File: src/rtl/irq_pkg.sv
package irq_pkg;

    localparam int ADDR_W       = 3;
    localparam int DATA_W       = 32;
    localparam int VCFG_BASE_LO = 8;

    typedef enum logic [ADDR_W-1:0] {
        A_STAT = 3'd0,
        A_ENAB = 3'd1,
        A_ROUT = 3'd2,
        A_POL  = 3'd3,
        A_TRIG = 3'd4,
        A_VCFG = 3'd5
    } reg_addr_e;

endpackage

File: src/rtl/irq_src_cond.sv
module irq_src_cond (
    input  logic clk,
    input  logic rst_n,
    input  logic line_in,
    input  logic pol_high,
    input  logic edge_mode,
    input  logic clr_req,
    output logic stat_o
);
    logic act;
    logic act_prev_q;
    logic stat_q;
    logic set_req;

    always_comb begin
        act     = pol_high ? line_in : ~line_in;
        set_req = edge_mode ? (act & ~act_prev_q) : act;
    end

    always_ff @(posedge clk or negedge rst_n) begin
        if (!rst_n) begin
            act_prev_q <= 1'b0;
            stat_q     <= 1'b0;
        end else begin
            act_prev_q <= act;
            stat_q     <= set_req | (stat_q & ~clr_req);
        end
    end

    assign stat_o = stat_q;
endmodule

File: src/rtl/irq_regs.sv
module irq_regs
    import irq_pkg::*;
#(
    parameter int N_SRC = 32,
    parameter int VEC_W = 8
) (
    input  logic                 clk,
    input  logic                 rst_n,
    input  logic                 reg_wr,
    input  logic [ADDR_W-1:0]    reg_addr,
    input  logic [DATA_W-1:0]    reg_wdata,
    input  logic [N_SRC-1:0]     status,
    output logic [N_SRC-1:0]     enab_q,
    output logic [N_SRC-1:0]     rout_q,
    output logic [N_SRC-1:0]     pol_q,
    output logic [N_SRC-1:0]     trig_q,
    output logic [VEC_W-1:0]     base_q,
    output logic                 low_first_q,
    output logic [N_SRC-1:0]     clr_mask,
    output logic [DATA_W-1:0]    reg_rdata
);
    localparam int BASE_HI = VCFG_BASE_LO + VEC_W - 1;

    logic wr_stat, wr_enab, wr_rout, wr_pol, wr_trig, wr_vcfg;

    always_comb begin
        wr_stat = reg_wr && (reg_addr == A_STAT);
        wr_enab = reg_wr && (reg_addr == A_ENAB);
        wr_rout = reg_wr && (reg_addr == A_ROUT);
        wr_pol  = reg_wr && (reg_addr == A_POL);
        wr_trig = reg_wr && (reg_addr == A_TRIG);
        wr_vcfg = reg_wr && (reg_addr == A_VCFG);
        clr_mask = wr_stat ? reg_wdata[N_SRC-1:0] : '0;
    end

    always_ff @(posedge clk or negedge rst_n) begin
        if (!rst_n) begin
            enab_q      <= '0;
            rout_q      <= '0;
            pol_q       <= '1;
            trig_q      <= '0;
            base_q      <= '0;
            low_first_q <= 1'b1;
        end else begin
            if (wr_enab) enab_q <= reg_wdata[N_SRC-1:0];
            if (wr_rout) rout_q <= reg_wdata[N_SRC-1:0];
            if (wr_pol)  pol_q  <= reg_wdata[N_SRC-1:0];
            if (wr_trig) trig_q <= reg_wdata[N_SRC-1:0];
            if (wr_vcfg) begin
                base_q      <= reg_wdata[BASE_HI:VCFG_BASE_LO];
                low_first_q <= reg_wdata[0];
            end
        end
    end

    always_comb begin
        reg_rdata = '0;
        unique case (reg_addr)
            A_STAT: reg_rdata[N_SRC-1:0] = status;
            A_ENAB: reg_rdata[N_SRC-1:0] = enab_q;
            A_ROUT: reg_rdata[N_SRC-1:0] = rout_q;
            A_POL:  reg_rdata[N_SRC-1:0] = pol_q;
            A_TRIG: reg_rdata[N_SRC-1:0] = trig_q;
            A_VCFG: begin
                reg_rdata[BASE_HI:VCFG_BASE_LO] = base_q;
                reg_rdata[0]                    = low_first_q;
            end
            default: reg_rdata = '0;
        endcase
    end
endmodule

File: src/rtl/irq_prio_enc.sv
module irq_prio_enc #(
    parameter int N_SRC = 32,
    parameter int IDX_W = $clog2(N_SRC)
) (
    input  logic [N_SRC-1:0] pend,
    input  logic             low_first,
    output logic [IDX_W-1:0] win_idx,
    output logic             any
);
    always_comb begin
        win_idx = '0;
        any     = |pend;
        if (low_first) begin
            for (int i = N_SRC - 1; i >= 0; i--) begin
                if (pend[i]) win_idx = IDX_W'(i);
            end
        end else begin
            for (int i = 0; i < N_SRC; i++) begin
                if (pend[i]) win_idx = IDX_W'(i);
            end
        end
    end
endmodule

File: src/rtl/irq_ctrl.sv
module irq_ctrl
    import irq_pkg::*;
#(
    parameter int N_SRC = 32,
    parameter int VEC_W = 8
) (
    input  logic                 clk,
    input  logic                 rst_n,
    input  logic [N_SRC-1:0]     irq_in,
    input  logic                 reg_wr,
    input  logic [ADDR_W-1:0]    reg_addr,
    input  logic [DATA_W-1:0]    reg_wdata,
    output logic [DATA_W-1:0]    reg_rdata,
    output logic                 irq_crit,
    output logic                 irq_ncrit,
    output logic [VEC_W-1:0]     irq_vec,
    output logic                 irq_vec_valid
);
    localparam int IDX_W = $clog2(N_SRC);

    logic [N_SRC-1:0] status_q;
    logic [N_SRC-1:0] enab_q;
    logic [N_SRC-1:0] rout_q;
    logic [N_SRC-1:0] pol_q;
    logic [N_SRC-1:0] trig_q;
    logic [N_SRC-1:0] clr_mask;
    logic [VEC_W-1:0] vec_base;
    logic             low_first;
    logic [N_SRC-1:0] pend;
    logic [IDX_W-1:0] win_idx;
    logic             any_pend;

    irq_regs #(.N_SRC(N_SRC), .VEC_W(VEC_W)) u_regs (
        .clk         (clk),
        .rst_n       (rst_n),
        .reg_wr      (reg_wr),
        .reg_addr    (reg_addr),
        .reg_wdata   (reg_wdata),
        .status      (status_q),
        .enab_q      (enab_q),
        .rout_q      (rout_q),
        .pol_q       (pol_q),
        .trig_q      (trig_q),
        .base_q      (vec_base),
        .low_first_q (low_first),
        .clr_mask    (clr_mask),
        .reg_rdata   (reg_rdata)
    );

    for (genvar g = 0; g < N_SRC; g++) begin : g_src
        irq_src_cond u_cond (
            .clk       (clk),
            .rst_n     (rst_n),
            .line_in   (irq_in[g]),
            .pol_high  (pol_q[g]),
            .edge_mode (trig_q[g]),
            .clr_req   (clr_mask[g]),
            .stat_o    (status_q[g])
        );
    end

    assign pend = status_q & enab_q;

    irq_prio_enc #(.N_SRC(N_SRC), .IDX_W(IDX_W)) u_prio (
        .pend      (pend),
        .low_first (low_first),
        .win_idx   (win_idx),
        .any       (any_pend)
    );

    always_comb begin
        irq_crit      = |(pend & rout_q);
        irq_ncrit     = |(pend & ~rout_q);
        irq_vec_valid = any_pend;
        irq_vec       = any_pend ? (vec_base + VEC_W'(win_idx)) : '0;
    end
endmodule

File: config.mk
export PLATFORM = sky130hd
export DESIGN_NAME = irq_ctrl
export DESIGN_NICKNAME = d
export VERILOG_FILES = /design/src/rtl/irq_pkg.sv /design/src/rtl/irq_src_cond.sv /design/src/rtl/irq_regs.sv /design/src/rtl/irq_prio_enc.sv /design/src/rtl/irq_ctrl.sv
export SDC_FILE = /design/constraint.sdc
export NUM_CORES = 1
export LEC_CHECK = 0
export BUFFER_PORTS_ARGS = -buffer_cell sky130_fd_sc_hd__buf_2
export CORE_MARGIN = 1.5
export CORE_UTILIZATION = 51
export CTS_BUF_LIST = sky130_fd_sc_hd__clkbuf_8
export CTS_CLUSTER_DIAMETER = 60
export DETAILED_ROUTE_END_ITERATION = 10
export GPL_ROUTABILITY_DRIVEN = 0
export MAX_ROUTING_LAYER = met4
export PLACE_DENSITY = 0.74
export SLEW_MARGIN = 5
export SYNTH_ARGS = -nofsm -noshare
export SYNTH_HDL_FRONTEND = slang
export SYNTH_SLANG_ARGS = --single-unit
File: constraint.sdc
create_clock -name clk -period 3.6 [get_ports clk]
set_clock_uncertainty 0.15 [all_clocks]
set_input_delay 0.72 -clock clk [delete_from_list [all_inputs] [get_ports clk]]
set_output_delay 0.72 -clock clk [all_outputs]
set_load 0.05 [all_outputs]
==> summary.md <==
| Metric | Value |
|---|---|
| # fillers | 1,501 |
| Pwr dens | 646.8 mW/mm² |
| Root buf cell | clkbuf_8 |
| Final hold violation count | 0 |
| Critical path endpoint category | primary output |
| Maximum number of pins on one net before global-route repair | 93 |
| Worst-margin pin slew | around 780 ps |
| Starting Density | 0.5251 |
| DRT Pass-1 Iters | 5 |
| Die Span X | 145.3 µm |
| DP Worst Slack | -561.4 ps |
| Synth top area cells | dfrtp_1 (41%), mux2_2 (12%), dfstp_2 (8.4%) |
| Yosys top cell area share | 0.4073 |
| Initial antenna violation count | 0 |
| Initial DRC count | roughly 700 |
| Yosys cell types | a little over 60 |
| Final Max Slew Viols | 0 |
| Area grow syn2layout | 28.67% |
| Synth Area in XOR/XNOR | 0.02970 |
| Mux contribution to synthesized area | 0.1947 |
| Number of synthesized flops with an enable pin | 0 |
| Met3 Usage GRT | 0.06258 |
| Critical path origin | g_src[27].u_cond.stat_o$_DFF_PN0_ |
| Ys Warns | 0 |
| Async S/R FF share, synth | 1.000 |
| DIE AREA | between 0.02 and 0.025 mm² |
| CP Launch Type | register |
| GRT met2 Usage | 0.4729 |
| Worst relative slew slack | 0.4785 |
| Syn Area/Cell | about 11 µm² |
| Port bufs | 112 |
| Post-synthesis sequential area ratio | 0.4913 |
| CP required | about 2700 ps |
| Status | finished with violations |
| Gr ovfl total | 0 |
| Core Rows | 51 |
| Violated checks | negative setup slack |
| CORE AREA | 0.01965 mm² |
| Reg2Reg Depth | 3 |
| Critical path class | reg2out |
| Synth Instances | roughly 920 |
| Post-Place Cells | 1,411 |
| Ports | about 110 |
| Post-Synth Adder-Cell Area | 0.008001 |
| DP HPWL | between 20,000 and 25,000 µm |
| WL/cell | between 20 and 25 µm |
| Met1 GRT Util | 0.3891 |
| Global routing's busiest layer | met2 |
| DRC | 0 |
| Max-Cap Viols | 0 |
| Hold/Removal Path Class | in2reg |
| TritonCTS Buffers | 36 |
| H-tree depth | 2 |
| Worst-Skew Late Latency | around 520 ps |
| Clock-pin slew on the worst setup and hold paths | about 60 ps |
| Finished Core Util | 0.6757 |
| Syn_nets | a little under 1,000 |
| Share of cells above drive strength 1 | 0.4307 |
| Routed vias/inst | about 6 |
| Total wire length | about 30,000 µm |
| Unrepaired setup endpoints after global routing | true |
| Top_reg_cell synth | dfrtp_1 |
| Nets | 1,267 |
| Largest family of logic cells by synthesized area | multiplexers |
| Terminus of the critical flop-to-flop path | u_regs.enab_q[26]$_DFFE_PN0P_ |
| Number of global-route vias before repair | between 9,000 and 10,000 |
| Clk buf depth | 3 |
| Number of routed nets with antenna violations | 0 |
| Die H | ~150 µm |
| Final setup viols | 7 |
| RR Startpoint | u_regs.enab_q[26]$_DFFE_PN0P_ |
| Final setup margin | -799.3 ps |
| Cell accounting for the most synthesized area | dfrtp_1 |
| Leakage power total | 5.861 nW |
| GRT Overall Usage | 0.3025 |
| Clock sink total | 201 |
| Simple-gate share of the synthesized area | 0.1177 |
| First-pass GRT wire length | ~49,000 µm |
| Via Count | 8,862 |
| R2R Setup Slk | ~2400 ps |
| Max FO, Critical Path | 4 |
| Post-Synthesis Cell Area | between 0.01 and 0.015 mm² |
| Post-route insts no fill | between 1,000 and 1,500 |
| Antenna cells | 0 |
| Fmax | ~0.23 GHz |
| #FFs+latches synth | 201 |
| VDD IR-drop max | 0.0003991 V |
| Fraction of the mapped netlist area in compound gates | 0.1314 |
| Crit path time final | approximately 4400 ps |
| Setup crit end | irq_vec[7] |
| Final critical-path share of the clock period | 1.222 |
| Critical path arrival | roughly 3500 ps |
| CTS tree | done |
per-layer routing:
layer / part of all wire / vias up / wire (µm)
li1: - / 3950 / -
met3: 0.076 / 86 / 2322
met2: 0.47 / 401 / 14280
met5: 0 / - / 0
met4: 0.033 / 0 / 998
met1: 0.42 / 4425 / 12990
worst min path at each step:
stage          cells after the start                                     to                     startpoint  slack, ps
2_1_floorplan                      0   g_src[0].u_cond.act_prev_q$_DFF_PN0_                          rst_n        270
3_3_place_gp                       1           u_regs.trig_q[3]$_DFFE_PN0P_   u_regs.trig_q[3]$_DFFE_PN0P_        340
3_5_place_dp                       1          u_regs.trig_q[15]$_DFFE_PN0P_  u_regs.trig_q[15]$_DFFE_PN0P_        360
4_1_cts                            2   g_src[4].u_cond.act_prev_q$_DFF_PN0_                      irq_in[4]        210
5_1_grt                            2  g_src[17].u_cond.act_prev_q$_DFF_PN0_                     irq_in[17]        210
6_report                           2  g_src[29].u_cond.act_prev_q$_DFF_PN0_                     irq_in[29]        240
layout make-up:
class                           count  area [µm²]  area share
Clock buffer                       46       633.1     0.04767
Inverter                            9       33.78    0.002544
Clock inverter                     20       155.1     0.01168
Sequential cell                   201        5071      0.3819
Timing Repair Buffer              276        1878      0.1414
Tap cell                          265       331.6     0.02497
Multi-Input combinational cell    667        5177      0.3899
Yosys cell counts (7+ instances only):
library cell	count
and2_1	10
a21oi_1	30
o22ai_1	21
nand4_1	7
mux2i_1	32
o21ai_0	38
buf_2	11
nand3_1	45
buf_4	9
dfrtp_1	168
clkbuf_1	11
mux2_1	36
nor2_1	25
xnor2_1	33
a221o_1	22
a22o_1	39
dfstp_2	33
a22oi_1	7
mux2_2	106
inv_1	8
nand2_1	141
buf_6	7
timing repair:
action                     4_1_cts  5_1_grt
buffers inserted                 6        1
setup endpoints to repair        8        8
cloned                           0        0
hold buffers                     1        0
hold endpoints to repair         5        0
gates resized for setup         47       15
pin swaps                       18        8
power breakdown:
part           total, mW  leakage, nW  switching (mW)  internal, mW
sequential          3.23         2.26           0.445          2.79
combinational       3.08         3.16            1.66          1.42
clock               2.28        0.443           0.972          1.31
total               8.59         5.86            3.08          5.51
registers in the layout (all words and copies together) (netlist names):
register,flops
g_src.u_cond.act_prev_q,32
u_regs.low_first_q,1
u_regs.pol_q,32
u_regs.enab_q,32
u_regs.trig_q,32
u_regs.base_q,8
g_src.u_cond.stat_o,32
u_regs.rout_q,32
worst max-delay path, stage by stage, from the launching register on:
cell,delay (ps)
dfrtp_1,420
a22o_1,250
a21oi_2,150
o21ai_2,100
a2111oi_2,300
nor3_1,110
o32a_1,170
ha_1,270
a21o_1,180
a21oi_2,170
o21ai_2,100
or3b_4,390
a31oi_4,200
buf_6,180
per-stage QoR:
step	instance area, µm²	hold WS, ps	power, mW	TNS (ps)
floorplan	10370	274.4	4.843	-547.2
CTS	13210	214.5	8.506	-3577
global placement	12230	342.7	5.931	-1405
global route	13280	209.5	9.004	-4914
detailed placement	12230	356.6	6.002	-1701
finish	13280	241.4	8.590	-3842
cells in the final DEF (no fill, tap or decap), drive strengths merged, types with 20 or more instances in the layout:
cell	instances
buf	274
dfrtp	168
mux2	142
nand2	141
clkbuf	47
nand3	46
a22o	39
o21ai	39
dfstp	33
xnor2	33
mux2i	32
a21oi	30
nor2	27
a221o	22
o22ai	21
inv	20
logic make-up (layout without fill, tap and decap cells):
kind of cell    after synthesis  in the layout
fa+ha+maj                     6              6
simple gates                259            259
buf+inv                      48            351
mux                         178            178
xor+xnor                     35             35
flops                       201            201
compound gates              189            189
(Power assumes the default switching activity.)
